$ cat src/rtl/pport_pkg.sv
package pport_pkg;

    localparam int BYTE_W = 8;

    // Host-side lines gathered so that one synchroniser serves them all
    typedef struct packed {
        logic              strobe_n;
        logic              init_n;
        logic              selin_n;
        logic              autofd_n;
        logic [BYTE_W-1:0] data;
    } host_lines_t;

    localparam int HOST_W = $bits(host_lines_t);

    // Inactive level of every host line, used as the synchroniser reset value
    localparam host_lines_t HOST_IDLE = '{
        strobe_n: 1'b1,
        init_n:   1'b1,
        selin_n:  1'b1,
        autofd_n: 1'b1,
        data:     '0
    };

    typedef enum logic [1:0] {
        HS_IDLE = 2'd0,
        HS_HOLD = 2'd1,
        HS_ACK  = 2'd2
    } hs_state_t;

    // Width of a counter that must hold values 0..n
    function automatic int unsigned cnt_w(input int unsigned n);
        return (n <= 1) ? 1 : $clog2(n + 1);
    endfunction

endpackage

$ cat src/rtl/pport_sync.sv
module pport_sync #(
    parameter int          W       = 1,
    parameter logic [W-1:0] RST_VAL = '0
) (
    input  logic         clk,
    input  logic         rst,
    input  logic [W-1:0] d,
    output logic [W-1:0] q
);
    logic [W-1:0] stage1;
    logic [W-1:0] stage2;

    always_ff @(posedge clk) begin
        if (rst) begin
            stage1 <= RST_VAL;
            stage2 <= RST_VAL;
        end else begin
            stage1 <= d;
            stage2 <= stage1;
        end
    end

    assign q = stage2;
endmodule

$ cat src/rtl/pport_fifo.sv
module pport_fifo #(
    parameter int WIDTH = 8,
    parameter int DEPTH = 8
) (
    input  logic             clk,
    input  logic             rst,
    input  logic             flush,
    input  logic             wr_en,
    input  logic [WIDTH-1:0] wr_data,
    output logic             full,
    output logic             rd_valid,
    output logic [WIDTH-1:0] rd_data,
    input  logic             rd_ready
);
    localparam int AW = (DEPTH > 1) ? $clog2(DEPTH) : 1;
    localparam int CW = pport_pkg::cnt_w(DEPTH);
    localparam logic [AW-1:0] LAST  = AW'(DEPTH - 1);
    localparam logic [CW-1:0] MAXC  = CW'(DEPTH);

    logic [WIDTH-1:0] mem [DEPTH];
    logic [AW-1:0]    wp;
    logic [AW-1:0]    rp;
    logic [CW-1:0]    count;
    logic             push;
    logic             pop;

    function automatic logic [AW-1:0] adv(input logic [AW-1:0] p);
        return (p == LAST) ? '0 : p + 1'b1;
    endfunction

    assign full     = (count == MAXC);
    assign rd_valid = (count != '0);
    assign rd_data  = mem[rp];
    assign push     = wr_en & ~full;
    assign pop      = rd_ready & rd_valid;

    always_ff @(posedge clk) begin
        if (push && !flush) begin
            mem[wp] <= wr_data;
        end
    end

    always_ff @(posedge clk) begin
        if (rst || flush) begin
            wp    <= '0;
            rp    <= '0;
            count <= '0;
        end else begin
            if (push) wp <= adv(wp);
            if (pop)  rp <= adv(rp);
            case ({push, pop})
                2'b10:   count <= count + 1'b1;
                2'b01:   count <= count - 1'b1;
                default: count <= count;
            endcase
        end
    end

    AST_NO_OVERFLOW: assert property (@(posedge clk) disable iff (rst)
        (full && !pop && !flush) |=> (count == MAXC)) else $error("overflow");
    AST_FLUSH_EMPTY: assert property (@(posedge clk) disable iff (rst)
        flush |=> !rd_valid) else $error("flush left data");
    AST_POP_ORDER: assert property (@(posedge clk) disable iff (rst)
        (pop && !push && !flush) |=> (count == $past(count) - 1'b1)) else $error("pop count");
endmodule

$ cat src/rtl/pport_hshk.sv
module pport_hshk
    import pport_pkg::*;
#(
    parameter int ACK_W = 200
) (
    input  logic              clk,
    input  logic              rst,
    input  logic              flush,
    input  logic              strobe_fall,
    input  logic [BYTE_W-1:0] cap_data,
    input  logic              fifo_full,
    output logic              push_vld,
    output logic [BYTE_W-1:0] push_data,
    output logic              ack_n,
    output logic              hs_busy
);
    localparam int AKW = cnt_w(ACK_W);
    localparam logic [AKW-1:0] ACK_LAST = AKW'(ACK_W - 1);

    hs_state_t         state;
    logic [AKW-1:0]    ack_cnt;
    logic [BYTE_W-1:0] hold;

    always_ff @(posedge clk) begin
        if (rst || flush) begin
            state   <= HS_IDLE;
            ack_cnt <= '0;
            hold    <= '0;
        end else begin
            case (state)
                HS_IDLE: if (strobe_fall) begin
                    hold  <= cap_data;
                    state <= HS_HOLD;
                end
                HS_HOLD: if (!fifo_full) begin
                    ack_cnt <= ACK_LAST;
                    state   <= HS_ACK;
                end
                HS_ACK: begin
                    if (ack_cnt == '0) state <= HS_IDLE;
                    else               ack_cnt <= ack_cnt - 1'b1;
                end
                default: state <= HS_IDLE;
            endcase
        end
    end

    assign push_vld  = (state == HS_HOLD);
    assign push_data = hold;
    assign ack_n     = (state != HS_ACK);
    assign hs_busy   = (state != HS_IDLE);

    AST_BUSY_ON_CAPTURE: assert property (@(posedge clk) disable iff (rst)
        (strobe_fall && !hs_busy && !flush) |=> hs_busy) else $error("busy late");
    AST_ACK_AFTER_STORE: assert property (@(posedge clk) disable iff (rst)
        $fell(ack_n) |-> $past(push_vld && !fifo_full)) else $error("ack before store");
    AST_FULL_HOLDS: assert property (@(posedge clk) disable iff (rst)
        (push_vld && fifo_full && !flush) |=> (ack_n && hs_busy)) else $error("ack while full");
    AST_STROBE_IGNORED: assert property (@(posedge clk) disable iff (rst)
        (strobe_fall && (state == HS_ACK) && !flush && (ack_cnt != '0)) |=> (state == HS_ACK)) else $error("strobe taken");
endmodule

$ cat src/rtl/pport_rx.sv
module pport_rx
    import pport_pkg::*;
#(
    parameter int DEPTH = 8,
    parameter int ACK_W = 200
) (
    input  logic              clk,
    input  logic              rst,
    input  logic              iprime_en,
    input  logic              strobe_n,
    input  logic [BYTE_W-1:0] data_in,
    input  logic              init_n,
    input  logic              selin_n,
    input  logic              autofd_n,
    input  logic              paper_out,
    input  logic              online,
    input  logic              fault,
    output logic              busy,
    output logic              ack_n,
    output logic              pe,
    output logic              sel,
    output logic              fault_n,
    output logic              host_select,
    output logic              autofeed,
    output logic              reset_req,
    output logic              rd_valid,
    output logic [BYTE_W-1:0] rd_data,
    input  logic              rd_ready
);
    host_lines_t       raw;
    host_lines_t       syn;
    logic              strb_prev;
    logic              init_prev;
    logic              strobe_fall;
    logic              init_fall;
    logic              flush;
    logic              reset_req_q;
    logic              push_vld;
    logic [BYTE_W-1:0] push_data;
    logic              fifo_full;
    logic              hs_busy;

    assign raw = '{strobe_n: strobe_n, init_n: init_n, selin_n: selin_n,
                   autofd_n: autofd_n, data: data_in};

    pport_sync #(.W(HOST_W), .RST_VAL(HOST_IDLE)) u_sync (
        .clk (clk),
        .rst (rst),
        .d   (raw),
        .q   (syn)
    );

    always_ff @(posedge clk) begin
        if (rst) begin
            strb_prev   <= 1'b1;
            init_prev   <= 1'b1;
            reset_req_q <= 1'b0;
        end else begin
            strb_prev   <= syn.strobe_n;
            init_prev   <= syn.init_n;
            reset_req_q <= iprime_en & init_fall;
        end
    end

    assign strobe_fall = strb_prev & ~syn.strobe_n;
    assign init_fall   = init_prev & ~syn.init_n;
    assign flush       = iprime_en & ~syn.init_n;

    pport_hshk #(.ACK_W(ACK_W)) u_hshk (
        .clk         (clk),
        .rst         (rst),
        .flush       (flush),
        .strobe_fall (strobe_fall),
        .cap_data    (syn.data),
        .fifo_full   (fifo_full),
        .push_vld    (push_vld),
        .push_data   (push_data),
        .ack_n       (ack_n),
        .hs_busy     (hs_busy)
    );

    pport_fifo #(.WIDTH(BYTE_W), .DEPTH(DEPTH)) u_fifo (
        .clk      (clk),
        .rst      (rst),
        .flush    (flush),
        .wr_en    (push_vld),
        .wr_data  (push_data),
        .full     (fifo_full),
        .rd_valid (rd_valid),
        .rd_data  (rd_data),
        .rd_ready (rd_ready)
    );

    assign busy        = hs_busy | paper_out | fault;
    assign pe          = paper_out;
    assign sel         = online;
    assign fault_n     = ~fault;
    assign host_select = ~syn.selin_n;
    assign autofeed    = ~syn.autofd_n;
    assign reset_req   = reset_req_q;

    AST_FAULT_BUSY: assert property (@(posedge clk) disable iff (rst)
        (paper_out || fault) |-> busy) else $error("busy low in fault");
    AST_ACK_IMPLIES_BUSY: assert property (@(posedge clk) disable iff (rst)
        !ack_n |-> busy) else $error("ack without busy");
    AST_RESET_REQ_PULSE: assert property (@(posedge clk) disable iff (rst)
        reset_req |=> !reset_req) else $error("reset_req too long");
    AST_IPRIME_GATE: assert property (@(posedge clk) disable iff (rst)
        reset_req |-> $past(iprime_en)) else $error("reset_req while disabled");
endmodule

$ cat config.mk
export PLATFORM = sky130hd
export DESIGN_NAME = pport_rx
export DESIGN_NICKNAME = d
export VERILOG_FILES = /design/src/rtl/pport_pkg.sv /design/src/rtl/pport_sync.sv /design/src/rtl/pport_fifo.sv /design/src/rtl/pport_hshk.sv /design/src/rtl/pport_rx.sv
export SDC_FILE = /design/constraint.sdc
export NUM_CORES = 1
export LEC_CHECK = 0
export ABC_AREA = 1
export ABC_CLOCK_PERIOD_IN_PS = 1900
export BUFFER_PORTS_ARGS = -buffer_cell sky130_fd_sc_hd__buf_2
export CORE_ASPECT_RATIO = 0.5
export CORE_MARGIN = 10
export CORE_UTILIZATION = 54
export CTS_CLUSTER_SIZE = 25
export DETAILED_ROUTE_END_ITERATION = 7
export GPL_ROUTABILITY_DRIVEN = 1
export PLACE_DENSITY = 0.85
export SYNTH_ARGS = -nofsm -noshare
export SYNTH_HDL_FRONTEND = slang
export SYNTH_HIERARCHICAL = 1
export SYNTH_SLANG_ARGS = --single-unit
$ cat constraint.sdc
create_clock -name clk -period 1.9 [get_ports clk]
set_clock_uncertainty 0.2 [all_clocks]
set_input_delay 0.19 -clock clk [delete_from_list [all_inputs] [get_ports clk]]
set_output_delay 0.19 -clock clk [all_outputs]
set_load 0.05 [all_outputs]
# Word-level counts from Yosys, hierarchy flattened
# Memories as Yosys holds them, arrays and structs flattened. A register that Yosys moved wholly into a read port is not among the register bits.
# Index checks and enable logic that the tools add are counted.
dict set report word_totals {
  register_bits 55
  mem_bits_rw 64
  wordCells 69
  n_memories 1
}
# memory words word_bits rd rd_ports_with_merged_regs wr line_no
set memory_table {}
lappend memory_table {u_fifo.mem 8 8 1 1 1 pport_fifo.sv:20} ;# logic [WIDTH-1:0] mem [DEPTH];
dict set report classes {
  add_sub_neg 5
  n_eq_ne 12
  mux 14
  n_bitwise 14
  reduce_logical 12
}
# op n
set op_table {}
lappend op_table {{$mux W8} 2}
lappend op_table {{$pmux W8 S2} 1}
lappend op_table {{$mux W3} 4}
lappend op_table {{$logic_not A8 Y1} 1}
lappend op_table {{$ne A2 B2 Y1 const B} 4}
lappend op_table {{$pmux W4 S2} 1}
lappend op_table {{$sub A8 B1 Y8 const B} 1}
lappend op_table {{$add A3 B1 Y3 const B} 2}
lappend op_table {{$and A1 B1 Y1} 6}
lappend op_table {{$eq A3 B3 Y1 const B} 2}
lappend op_table {{$mux W2} 3}
lappend op_table {{$not A1 Y1} 6}
lappend op_table {{$pmux W2 S3} 1}
lappend op_table {{$reduce_and A3 Y1} 2}
lappend op_table {{$reduce_bool A2 Y1} 3}
lappend op_table {{$add A4 B1 Y4 const B} 1}
lappend op_table {{$eq A2 B1 Y1 const B} 2}
lappend op_table {{$eq A2 B2 Y1 const B} 2}
lappend op_table {{$eq A4 B4 Y1 const B} 1}
lappend op_table {{$reduce_bool A4 Y1} 1}
lappend op_table {{$sub A4 B1 Y4 const B} 1}
lappend op_table {{$logic_not A2 Y1} 1}
lappend op_table {{$mux W1} 2}
lappend op_table {{$ne A2 B1 Y1 const B} 1}
lappend op_table {{5 further kinds} 6}

# Depth between registers and ports, before layout
dict set report logic_depth {
  depth_word 6
  ltp_mapped 16
  depth_no_buf 15
}

# Cells and area by module
# Netlist, hierarchy kept.
# mod n_inst cells_per_inst area_per_inst_um2
set by_module_without_submodules {}
lappend by_module_without_submodules {pport_fifo 1 284 3194.3}
lappend by_module_without_submodules {pport_hshk 1 130 884.6}
lappend by_module_without_submodules {pport_sync 1 75 690.7}
lappend by_module_without_submodules {pport_rx 1 20 136.4}

# Least setup slack after synthesis
# Ideal clock, no wire load.
dict set report synth_path {
  kind {reg2reg}
  start {register u_hshk.state[0]}
  end {register u_fifo.count[1]}
  arrival_ns 1.662
  required_ns 1.580
  path_slack_ns -0.082
  path_stages_with_launch 12
  path_buffers 1
  period_less_slack_ns 1.982
  path_cell_list {dfxtp_1 -> inv_2 -> nor2_2 -> nand2_2 -> buf_6 -> ha_1 -> inv_1 -> nand2_1 -> and2_1 -> ha_1 -> o21ai_0 -> a21oi_1}
}
dict set report synth_via {
  elab_chain_cells 4
  elab_cells_between_ends 6
}
# item line_no
set synth_lines {}
lappend synth_lines {{from (decl)} pport_hshk.sv:20} ;# hs_state_t state;
lappend synth_lines {{from (signal assigned)} pport_hshk.sv:26} ;# state <= HS_IDLE;
lappend synth_lines {{from (signal assigned)} pport_hshk.sv:33} ;# state <= HS_HOLD;
lappend synth_lines {{from (signal assigned)} pport_hshk.sv:37} ;# state <= HS_ACK;
lappend synth_lines {{$eq A2 B1 Y1 *} pport_hshk.sv:48} ;# assign push_vld = (state == HS_HOLD);
lappend synth_lines {{named net push_vld} pport_rx.sv:38} ;# logic push_vld;
lappend synth_lines {{$and A1 B1 Y1 *} pport_fifo.sv:34} ;# assign push = wr_en & ~full;
lappend synth_lines {{$eq A2 B1 Y1 / $eq A2 B2 Y1 (equally long branches)} pport_fifo.sv:51} ;# case ({push, pop})
lappend synth_lines {{$pmux W4 S2 / $reduce_bool A2 Y1 (equally long branches)} -}
lappend synth_lines {{to (signal assigned)} pport_fifo.sv:52} ;# 2'b10: count <= count + 1'b1;
lappend synth_lines {{to (signal assigned)} pport_fifo.sv:53} ;# 2'b01: count <= count - 1'b1;
lappend synth_lines {{to (signal assigned)} pport_fifo.sv:54} ;# default: count <= count;
lappend synth_lines {{to (decl)} pport_fifo.sv:23} ;# logic [CW-1:0] count;
# The timed path passes the listed nets; every way through them passes the cells marked *.
# A chain may end at the register's enable or synchronous reset.

==> impl_metrics.env <==
export IMPL_power_density_mw_per_mm2=1510
export IMPL_avgSynthCellArea_um2=9.638
export IMPL_die_area_mm2=0.01353
export IMPL_die_h_um=87.40
export IMPL_gp_congestion=0.9020
export IMPL_hold_class="primary input to output pin"
export IMPL_area_growth_syn_to_layout_pct=34.48
export IMPL_vias=4307
export IMPL_synth_cell_type_count=30
export IMPL_tightest_slew_ps=388.0
export IMPL_critPathMaxStageDelay_ps=400
export IMPL_ant_nets=0
export IMPL_maxCapViolCount=0
export IMPL_violations="negative setup slack"
export IMPL_yosysSeqAreaShare=0.6284
export IMPL_wl_um=14890
export IMPL_start_util=0.5595
export IMPL_synth_seq_cells=122
export IMPL_drt_initial_drc_count=796
export IMPL_multi_input_area_mm2=0.001747
export IMPL_async_reset_ff_frac=0
export IMPL_grt_pass1_vias=3932
export IMPL_grt_overflow_total=0
export IMPL_drc=0
export IMPL_drv_slew=0
export IMPL_cts_root_buf="clkbuf_16"
export IMPL_finish_utilization=0.7524
export IMPL_ioPinCount=36
export IMPL_yosysTopAreaCell="edfxtp_1"
export IMPL_yosysMostFrequentCell="nor2_1"
export IMPL_path_cells="inv_6 -> buf_16 -> nor2_1 -> o32ai_4 -> nand2_1 -> nand2_2 -> buf_8"
export IMPL_peakVddDrop_uv=808.1
export IMPL_cts_num_sinks=122
export IMPL_rows=24
export IMPL_htreeDepth=4
export IMPL_cts_buffer_depth=2
export IMPL_path_clk_slew_ps=60
export IMPL_finalWorstSetupSlack_ps=-379.9
export IMPL_power_leakage_uw=0.002791
export IMPL_n_antenna_cell=0
export IMPL_hold_viol=0
export IMPL_clock_latency_ps=420
export IMPL_holdWs_ps=180.4
export IMPL_first_pass_iters=6
export IMPL_fmax_mhz=438.6
export IMPL_grt_max_degree=30
export IMPL_timing_slew_headroom=0.7386
export IMPL_synth_net_count=536
export IMPL_crit_type="flop to output pin"
export IMPL_synth_top_area_share=0.3917
export IMPL_ys_warn_count=6
export IMPL_outcome="complete, but fails checks"
export IMPL_port_buffers=33
export IMPL_crit_path_start_kind="flop"
export IMPL_track_usage=0.1870
export IMPL_grt_pass1_wl_um=19640
export IMPL_worst_setup_path_end_kind="output pin"
export IMPL_antenna_found_initial=0
export IMPL_cp_slowest_cell="dfxtp_4"
export IMPL_post_dp_hpwl_um=6566
export IMPL_die_w_um=154.8
export IMPL_numCtsBuffers=17
export IMPL_finalNetCount=632
export IMPL_synth_edf_count=64
export IMPL_wl_per_cell_um=20.26
export IMPL_drive_above_1_share=0.2799
export IMPL_vias_per_cell=5.860
export IMPL_finalCriticalPeriod_ps=2280
export IMPL_fillCellCount=464
export IMPL_cp_top_family="simple AND/OR/NAND/NOR gates"
export IMPL_cts_tree="built"
export IMPL_final_seq_area_mm2=0.003102
export IMPL_path_max_fanout=8
export IMPL_period_share=1.200
export IMPL_setup_viol=27
export IMPL_synthCells=509
export IMPL_worst_ep_arrival_time_ps=1890
export IMPL_required_ps=1510
export IMPL_worstPathBufferInverterCount=3
export IMPL_rsz0062_at_grt="true"
export IMPL_yosys_most_used_dff="edfxtp_1"
export IMPL_synth_area_mm2=0.004906
export IMPL_synth_area_top_cells="edfxtp_1 39%, dfxtp_1 24%, nor2_1 9.2%, nand2_1 5.2%, inv_1 5.1%"
export IMPL_coreArea_mm2=0.008768
export IMPL_synth_commonest_cells="120 x nor2_1, 68 x nand2_1, 67 x inv_1, 64 x edfxtp_1, 58 x dfxtp_1"
==> area by class of cell <==
class                           instances  share of cell area
Tap cell                              117             0.02219
Timing Repair Buffer                   93              0.1221
Clock buffer                           22             0.06732
Multi-Input combinational cell        301              0.2647
Sequential cell                       122              0.4701
Inverter                               70             0.04134
Clock inverter                         10             0.01214
==> sequential cells by signal, summed over array words and instances (netlist names), named ones only <==
name	count
u_fifo/wp	3
u_sync/stage1	12
strb_prev	1
init_prev	1
u_fifo/mem	64
u_fifo/count	4
u_hshk/push_data	8
u_sync/q	12
u_hshk/ack_cnt	8
reset_req	1
u_fifo/rp	3
u_hshk/state	2
==> report_power, final <==
| part | total, uW | switching, uW | internal [uW] |
|---|---|---|---|
| sequential | 3090 | 158 | 2940 |
| clock | 2920 | 1150 | 1780 |
| combinational | 3940 | 2400 | 1550 |
==> kinds of logic (layout without fill, tap and decap cells) <==
group / count (synthesis) / in the layout / share of synthesized area
adders and majority gates: 8 / 8 / 0.02040
and+or+nand+nor: 223 / 223 / 0.1864
buffers and inverters: 86 / 195 / 0.07370
AOI/OAI and AO/OA: 69 / 69 / 0.08926
DFF: 122 / 122 / 0.6284
xor gates and xnor gates: 1 / 1 / 0.001786
==> path summary, 6_finish.rpt <==
kind                                     start                           end  slack, ps  cells past startpoint
setup / recovery                          flop                    rd_data[3]       -380                      7
hold / removal                          online                           sel        180                      0
setup reg to reg  u_fifo/count[1]$_SDFFE_PP0P_  u_fifo/count[3]$_SDFFE_PP0P_       -220                     14
hold reg to reg    u_sync/stage1[5]$_SDFF_PP0_        u_sync/q[5]$_SDFF_PP0_        200                      2
==> layout by cell type (no fill, tap or decap), types with 6 or more instances in the layout <==
| master | n |
|---|---|
| nor2_1 | 101 |
| dlygate4sd3_1 | 22 |
| dfxtp_1 | 51 |
| o21ai_0 | 28 |
| edfxtp_1 | 64 |
| inv_1 | 63 |
| a21oi_1 | 14 |
| buf_4 | 31 |
| clkbuf_16 | 17 |
| nand2_1 | 56 |
| clkinv_2 | 6 |
| ha_1 | 6 |
| nor2_4 | 6 |
| o32ai_2 | 8 |
| nand2_2 | 13 |
| nand3_1 | 14 |
| nor2_2 | 17 |
| buf_2 | 24 |
| buf_6 | 8 |
==> stage by stage <==
step	setup TNS [ps]	instances	worst slack (ps)	area (um^2)	power [uW]
floorplan	0	509	10.06	4917	4914
global placement	0	668	42.97	5343	5535
detailed placement	-37.30	668	-20.60	5343	5602
CTS	-1081	730	-164.8	6367	9190
global route	-3389	735	-416.6	6598	10260
finish	-2659	735	-379.9	6598	9962
==> what timing repair did <==
action                                  CTS  global route
hold endpoints to repair                 22             0
gates cloned                              2             0
pin swaps                                13            14
hold buffers                             22             0
gates resized for setup                  58            52
setup buffers                             6             5
endpoints found under the setup margin   11            70
==> metal layers <==
layer,wire length [um],global-route usage
met1,5382,0.1924
met2,6951,0.3277
met3,1686,0.07446
met4,871,0.09889
met5,0,0
Note: power is estimated with default switching activity, not from simulation.
